**src/rtl/irqagg_pkg.sv**
```systemverilog
package irqagg_pkg;

  // Byte offsets of the register map
  localparam logic [31:0] OFF_ACK_SINK = 32'h0000_0000;
  localparam logic [31:0] OFF_ENABLE   = 32'h0000_0004;
  localparam logic [31:0] OFF_STATUS   = 32'h0000_000C;
  localparam logic [31:0] OFF_CFG_SINK = 32'h0000_0014;

  typedef enum logic [1:0] {
    SEL_NONE   = 2'd0,
    SEL_ENABLE = 2'd1,
    SEL_STATUS = 2'd2,
    SEL_SINK   = 2'd3
  } reg_sel_e;

  // Full-address compare; unaligned addresses never match
  function automatic reg_sel_e decode_addr(input logic [31:0] a);
    if (a == OFF_ENABLE)                            return SEL_ENABLE;
    else if (a == OFF_STATUS)                       return SEL_STATUS;
    else if (a == OFF_ACK_SINK || a == OFF_CFG_SINK) return SEL_SINK;
    else                                            return SEL_NONE;
  endfunction

  // Mask with the low n bits set
  function automatic logic [31:0] src_fill(input int unsigned n);
    if (n >= 32) return 32'hFFFF_FFFF;
    return (32'h1 << n) - 32'h1;
  endfunction

endpackage

```
**src/rtl/irqagg_pending.sv**
```systemverilog
module irqagg_pending #(
  parameter int unsigned NUM_SRC = 16
) (
  input  logic               clk,
  input  logic               rst_n,
  input  logic [NUM_SRC-1:0] irq_in,
  output logic [NUM_SRC-1:0] pend_q
);
  // Each bit tracks its line level; nothing is latched
  for (genvar i = 0; i < NUM_SRC; i++) begin : g_bit
    always_ff @(posedge clk) begin
      if (!rst_n) pend_q[i] <= 1'b0;
      else        pend_q[i] <= irq_in[i];
    end
  end
endmodule

```
**src/rtl/irqagg_mask_reg.sv**
```systemverilog
module irqagg_mask_reg #(
  parameter int unsigned NUM_SRC = 16
) (
  input  logic               clk,
  input  logic               rst_n,
  input  logic               wr_hit,
  input  logic [31:0]        wr_data,
  output logic [NUM_SRC-1:0] mask_q
);
  if (NUM_SRC < 32) begin : g_drop
    logic unused_hi;
    assign unused_hi = ^wr_data[31:NUM_SRC];
  end

  always_ff @(posedge clk) begin
    if (!rst_n)      mask_q <= '0;
    else if (wr_hit) mask_q <= wr_data[NUM_SRC-1:0];
  end
endmodule

```
**src/rtl/irqagg_combine.sv**
```systemverilog
module irqagg_combine #(
  parameter int unsigned NUM_SRC = 16
) (
  input  logic [NUM_SRC-1:0] mask_q,
  input  logic [NUM_SRC-1:0] pend_q,
  output logic [NUM_SRC-1:0] active_vec,
  output logic               irq_req
);
  assign active_vec = mask_q & pend_q;
  assign irq_req    = |active_vec;
endmodule

```
**src/rtl/irqagg_read_port.sv**
```systemverilog
module irqagg_read_port
  import irqagg_pkg::*;
#(
  parameter int unsigned NUM_SRC = 16
) (
  input  logic               clk,
  input  logic               rst_n,
  input  logic               rd_en,
  input  reg_sel_e           sel,
  input  logic [NUM_SRC-1:0] mask_q,
  input  logic [NUM_SRC-1:0] pend_q,
  output logic [31:0]        rd_data
);
  logic [31:0] mask_w;
  logic [31:0] pend_w;

  if (NUM_SRC < 32) begin : g_pad
    assign mask_w = {{(32-NUM_SRC){1'b0}}, mask_q};
    assign pend_w = {{(32-NUM_SRC){1'b0}}, pend_q};
  end else begin : g_full
    assign mask_w = mask_q;
    assign pend_w = pend_q;
  end

  always_ff @(posedge clk) begin
    if (!rst_n) begin
      rd_data <= '0;
    end else if (rd_en) begin
      case (sel)
        SEL_ENABLE: rd_data <= mask_w;
        SEL_STATUS: rd_data <= pend_w;
        default:    rd_data <= '0;
      endcase
    end else begin
      rd_data <= '0;
    end
  end
endmodule

```
**src/rtl/irq_level_aggregator.sv**
```systemverilog
module irq_level_aggregator
  import irqagg_pkg::*;
#(
  parameter int unsigned NUM_SRC = 16,
  parameter int unsigned ADDR_W  = 8
) (
  input  logic               clk,
  input  logic               rst_n,
  input  logic [NUM_SRC-1:0] irq_in,
  input  logic [ADDR_W-1:0]  bus_addr,
  input  logic               bus_wr_en,
  input  logic [31:0]        bus_wr_data,
  input  logic               bus_rd_en,
  output logic [31:0]        bus_rd_data,
  output logic               irq_req
);
  // Named internal events, visible to the bound checker
  reg_sel_e           sel;
  logic               mask_wr_hit;
  logic [NUM_SRC-1:0] mask_q;
  logic [NUM_SRC-1:0] pend_q;
  logic [NUM_SRC-1:0] active_vec;

  assign sel         = decode_addr(32'(bus_addr));
  assign mask_wr_hit = bus_wr_en && (sel == SEL_ENABLE);

  irqagg_pending #(.NUM_SRC(NUM_SRC)) u_pending (
    .clk    (clk),
    .rst_n  (rst_n),
    .irq_in (irq_in),
    .pend_q (pend_q)
  );

  irqagg_mask_reg #(.NUM_SRC(NUM_SRC)) u_mask (
    .clk     (clk),
    .rst_n   (rst_n),
    .wr_hit  (mask_wr_hit),
    .wr_data (bus_wr_data),
    .mask_q  (mask_q)
  );

  irqagg_combine #(.NUM_SRC(NUM_SRC)) u_combine (
    .mask_q     (mask_q),
    .pend_q     (pend_q),
    .active_vec (active_vec),
    .irq_req    (irq_req)
  );

  irqagg_read_port #(.NUM_SRC(NUM_SRC)) u_read (
    .clk     (clk),
    .rst_n   (rst_n),
    .rd_en   (bus_rd_en),
    .sel     (sel),
    .mask_q  (mask_q),
    .pend_q  (pend_q),
    .rd_data (bus_rd_data)
  );
endmodule

```
**config.mk**
```make
export PLATFORM = sky130hd
export DESIGN_NAME = irq_level_aggregator
export DESIGN_NICKNAME = d
export VERILOG_FILES = /design/src/rtl/irqagg_pkg.sv /design/src/rtl/irqagg_pending.sv /design/src/rtl/irqagg_mask_reg.sv /design/src/rtl/irqagg_combine.sv /design/src/rtl/irqagg_read_port.sv /design/src/rtl/irq_level_aggregator.sv
export SDC_FILE = /design/constraint.sdc
export NUM_CORES = 1
export LEC_CHECK = 0
export ABC_AREA = 1
export ABC_CLOCK_PERIOD_IN_PS = 2950
export BUFFER_PORTS_ARGS = -buffer_cell sky130_fd_sc_hd__buf_2
export CAP_MARGIN = 5
export CORE_MARGIN = 2
export CORE_UTILIZATION = 51
export CTS_BUF_LIST = sky130_fd_sc_hd__clkbuf_8
export DETAILED_ROUTE_END_ITERATION = 8
export PLACE_DENSITY = 0.83
export SLEW_MARGIN = 20
export SYNTH_ARGS = -nofsm -noshare
export SYNTH_HDL_FRONTEND = slang
export SYNTH_SLANG_ARGS = --single-unit
```
**constraint.sdc**
```tcl
create_clock -name clk -period 2.95 [get_ports clk]
set_clock_uncertainty 0.05 [all_clocks]
set_input_delay 0.59 -clock clk [delete_from_list [all_inputs] [get_ports clk]]
set_output_delay 0.59 -clock clk [all_outputs]
set_load 0.1 [all_outputs]
```
Yosys cells after proc, flatten, opt, wreduce, memory -nomap -nowiden
Cells that the tools add are included.
{ "word_totals": {"reg_bits": 64, "in_bits": 60, "out_inout_bits": 33, "word_cells": 33} }
{ "op_classes": {"eq_ne": 5, "mux": 4, "n_bitwise": 1, "n_reduce_logical": 5} }
{ "op_table": {"columns": ["cell", "n"], "rows": [
  ["16-bit case mux with 2 select lines", 1],
  ["16-bit bitwise AND", 1],
  ["16-bit OR reduction", 1],
  ["8-bit by 3-bit equality test with 1-bit output (second input constant)", 1],
  ["8-bit by 4-bit equality test with 1-bit output (second input constant)", 1],
  ["8-bit by 5-bit equality test with 1-bit output (second input constant)", 1],
  ["8-bit logical NOT", 1],
  ["2-bit two-way mux", 3],
  ["2-bit by 1-bit equality test with 1-bit output (second input constant)", 1],
  ["2-bit equality test (second input constant)", 1],
  ["2-bit AND reduction", 1],
  ["1-bit logical AND", 1],
  ["1-bit logical OR", 1]
]} }

Longest topological paths before layout
{ "logic_depth": {"ltp_word": 7, "ltp_mapped": 8, "mapped_depth_nobuf": 7} }

By module
A second synthesis with hierarchy kept.
{ "hier_totals": {"hier_cells": 354, "area_unflattened_um2": 2351.0} }
{ "modules_own_cells": {"columns": ["mod", "n_inst", "cells_per_inst", "area_per_inst_um2", "seq_area_each_um2"], "rows": [
  ["irqagg_read_port", 1, 124, 863.3, 320.3],
  ["irqagg_mask_reg", 1, 101, 674.4, 320.3],
  ["irqagg_pending", 1, 50, 484.2, 320.3],
  ["irqagg_combine", 1, 51, 193.9, 0.0],
  ["irq_level_aggregator", 1, 28, 135.1, 0.0]
]} }

Worst setup path after synthesis
No wires, ideal clock.
{ "synth_path": {"path_type": "register to output", "startpoint": "reg u_mask.mask_q[14]", "endpoint": "out irq_req", "t_arrival_ns": 1.134, "required_time_ns": 2.310, "slack_ns": 1.176, "stages_incl_launch_ff": 5, "n_path_buf": 0, "path_cell_list": "dfxtp_1 > nand2_1 > nand4_1 > nor2_1 > nand2_1"} }
{ "synth_between": {"elab_chain_cells": 2} }
{ "synth_rtl": {"columns": ["element", "line", "source"], "rows": [
  ["start, declared", "irqagg_mask_reg.sv:8", "output logic [NUM_SRC-1:0] mask_q"],
  ["start signal, assigned", "irqagg_mask_reg.sv:17", "else if (wr_hit) mask_q <= wr_data[NUM_SRC-1:0];"],
  ["16-bit bitwise AND", "irqagg_combine.sv:9", "assign active_vec = mask_q & pend_q;"],
  ["16-bit OR reduction", "irqagg_combine.sv:10", "assign irq_req = |active_vec;"],
  ["end, declared", "irq_level_aggregator.sv:15", "output logic irq_req"]
]} }
Every way passes these cells.

Final worst setup path
{ "layout_path": {"startpoint": "reg u_mask.mask_q[0]", "endpoint": "out irq_req"} }
Same word-level chain as after synthesis.

==> flow_summary_export.csv <==
group,metric,value,unit
synthesis,synth.distinct_cells,15,
outcome,status,"finished clean",
floorplan,fp.dieH,66.6,um
power,power_leakage,1.21,nW
global_routing,grt.busiest_layer,"met2",
synthesis,synth_top_area_cell,"dfxtp_1",
route,routedWlPerCell,10.5,um
synthesis,yosysWarnings,0,
clocking,post-cts-setup-buffer-count,0,
route,vias,1778,
worst_setup_path,path_buf_inv,1,
worst_setup_path,crit_path_frequent_cell,"nand2_1",
finish,stdcell_area,2360,sq um
global_routing,overflow,0,
worst_setup_path,arrival,1370,ps
synthesis,synth.most_common_cell,"nand2_1",
route,drt_first_pass_iters,5,
clocking,clock_latency,300,ps
job,maxCapViolations,0,
clocking,cts-root-buf,"clkbuf_8",
sta,finalSetupViolCount,0,
finish,fin_util,63.4,%
worst_setup_path,crit_path_start_kind,"register",
synthesis,synth_top_flop_cell,"dfxtp_1",
place,dp_hpwl,2700,um
worst_setup_path,cp.required,2310,ps
sta,hold_violations,0,
synthesis,mappedNetlistArea,2000,sq um
finish,final_nets,389,
floorplan,design.core.area,3720,sq um
synthesis,synth-seq-cells,48,
global_routing,grt_max_degree,49,
sta,slew_headroom,62.5,%
finish,area_delta_synth_final,17.9,%
clocking,clk_pin_slew,90,ps
floorplan,initial_core_util,53.8,%
global_routing,grt_pass1_wl,6180,um
clocking,cts_buffers,5,
sta,worst-slew-pin-transition,561,ps
route,drt-total-wl,3980,um
worst_setup_path,max_stage_delay,420,ps
worst_setup_path,cp_max_fo,3,
route,dr.first_iter.drc_count,152,
global_routing,antenna_found_initial,0,
place,placed_area,2230,sq um
global_routing,met2_usage,30.5,%
finish,drive_above_1_share,22.1,%
sta,hold_ws,415,ps
worst_setup_path,crit_path_top_delay_cell,"buf_2",
power,peakVddDrop,291,uV
finish,insertedDiodeCount,0,
floorplan,die_x,66.6,um
global_routing,grt_usage,18.8,%
power,p_per_area,559,nW/um^2
synthesis,synth-edff-count,0,
clocking,cts_htree_levels,2,
floorplan,std_cell_rows,22,
global_routing,gr-usage-met3,5.91,%
hold_path,hp-class,"primary input to register",
synthesis,synthTopCellsByCount,"nand2_1, dfxtp_1, inv_1, a21oi_1, nand3_1",
place,dp_slack,1140,ps
sta,rsz0062_at_grt,"false",
route,drt-vias-per-instance,4.70,
synthesis,async_flop_share,0,%
clocking,cts_buffer_depth,2,
worst_setup_path,path_cells,"nand2_1 -> nand4_1 -> nor2_1 -> nand2_1 -> buf_2",
global_routing,first_global_vias,1454,
synthesis,synthCells,275,
worst_setup_path,cpLargestDelayFamily,"buffers and inverters",
synthesis,synth-seq-area-share,48.1,%
synthesis,synthTopCellsByArea,"dfxtp_1, nand2_1, a21oi_1, nand3_1, buf_4",
finish,num-fill-cells,345,
synthesis,syn_avg_cell_area,7.27,sq um
place,io_buffers,60,
synthesis,netlist.area_leader.share,48.1,%
sta,timing.final.ws_setup,939,ps
sta,slew_viol_final,0,
clocking,ctsResizeCount,0,
sta,fmax,497,MHz
clocking,cts_tree,"built",
worst_setup_path,end_kind,"output pin",
place,place_congestion,0.830,
route,drtAntennaViolNets,0,
clocking,holdBufCountCts,0,
clocking,cts_sinks,48,
sta,tns,0,ps
global_routing,met1_usage,22.6,%
sta,period_share,68.2,%
sta,period_needed,2010,ps
route,drc_errors,0,
floorplan,ios,93,
worst_setup_path,path_class,"register to output pin",
floorplan,die_area,4430,sq um
==> placed cells by master (no fill, tap or decap), drive strengths merged <==
| cell | count |
|---|---|
| a21oi | 32 |
| buf | 63 |
| bufinv | 1 |
| clkbuf | 6 |
| clkinv | 1 |
| conb | 16 |
| dfxtp | 48 |
| inv | 34 |
| nand2 | 69 |
| nand3 | 32 |
| nand4 | 4 |
| nor2 | 23 |
| nor3 | 1 |
==> flip-flops by register name, indices dropped and copies added, names as in the netlist <==
register          flops
u_mask.mask_q        16
u_read.rd_data       16
u_pending.pend_q     16
==> metrics by stage <==
step | total power, W | std cells
after floorplan | 0.000823 | 290
after global placement | 0.000842 | 370
after detailed placement | 0.000843 | 370
after CTS | 0.00133 | 378
after global routing | 0.00137 | 378
final | 0.00132 | 378
==> cells by family (layout without fill, tap and decap cells) <==
kind of cell | after synthesis | after routing | share of synthesized area (%)
other cells | 1 | 16 | 0.188
flops | 48 | 48 | 48.1
simple gates | 129 | 129 | 27.2
compound gates | 32 | 32 | 8.01
buf+inv | 65 | 105 | 16.5
==> area by class of cell <==
cell class | count | area, sq um | area share (%)
Sequential cell | 48 | 961 | 40.8
Clock buffer | 6 | 82.6 | 3.51
Tap cell | 48 | 60.1 | 2.55
Clock inverter | 2 | 38.8 | 1.65
Multi-Input combinational cell | 177 | 763 | 32.4
Inverter | 34 | 128 | 5.42
Timing Repair Buffer | 63 | 323 | 13.7
==> worst reg2reg max path, delay by kind of cell (launching register included) <==
family | cells | cell delay, ps
flip-flops | 1 | 360
AND/OR/NAND/NOR | 1 | 70
AO/OA/AOI/OAI | 1 | 200
==> final timing paths <==
path,from,end,slack (ps),cells past startpoint
hold / removal,irq_in[12],u_pending.pend_q[12],410,3
setup / recovery,u_mask.mask_q[0],irq_req,940,5
setup reg to reg,u_mask.mask_q[5],u_read.rd_data[5],2190,2
hold reg to reg,u_pending.pend_q[3],u_read.rd_data[3],430,2
==> per-layer routing <==
metal / up-vias / share of wire [%] / wire length [um]
met5: - / 0 / 0
met3: 4 / 7.3 / 292
met1: 773 / 45 / 1770
met4: 0 / 1.4 / 55
met2: 72 / 47 / 1860
li1: 929 / - / -
==> report_power, final <==
group          switching [W]  internal, W  total (W)
clock network       0.000212     0.000277   0.000489
logic               0.000132    0.0000314   0.000163
registers         0.00000641     0.000660   0.000666
No activity file was read; power rests on OpenSTA's default activity.
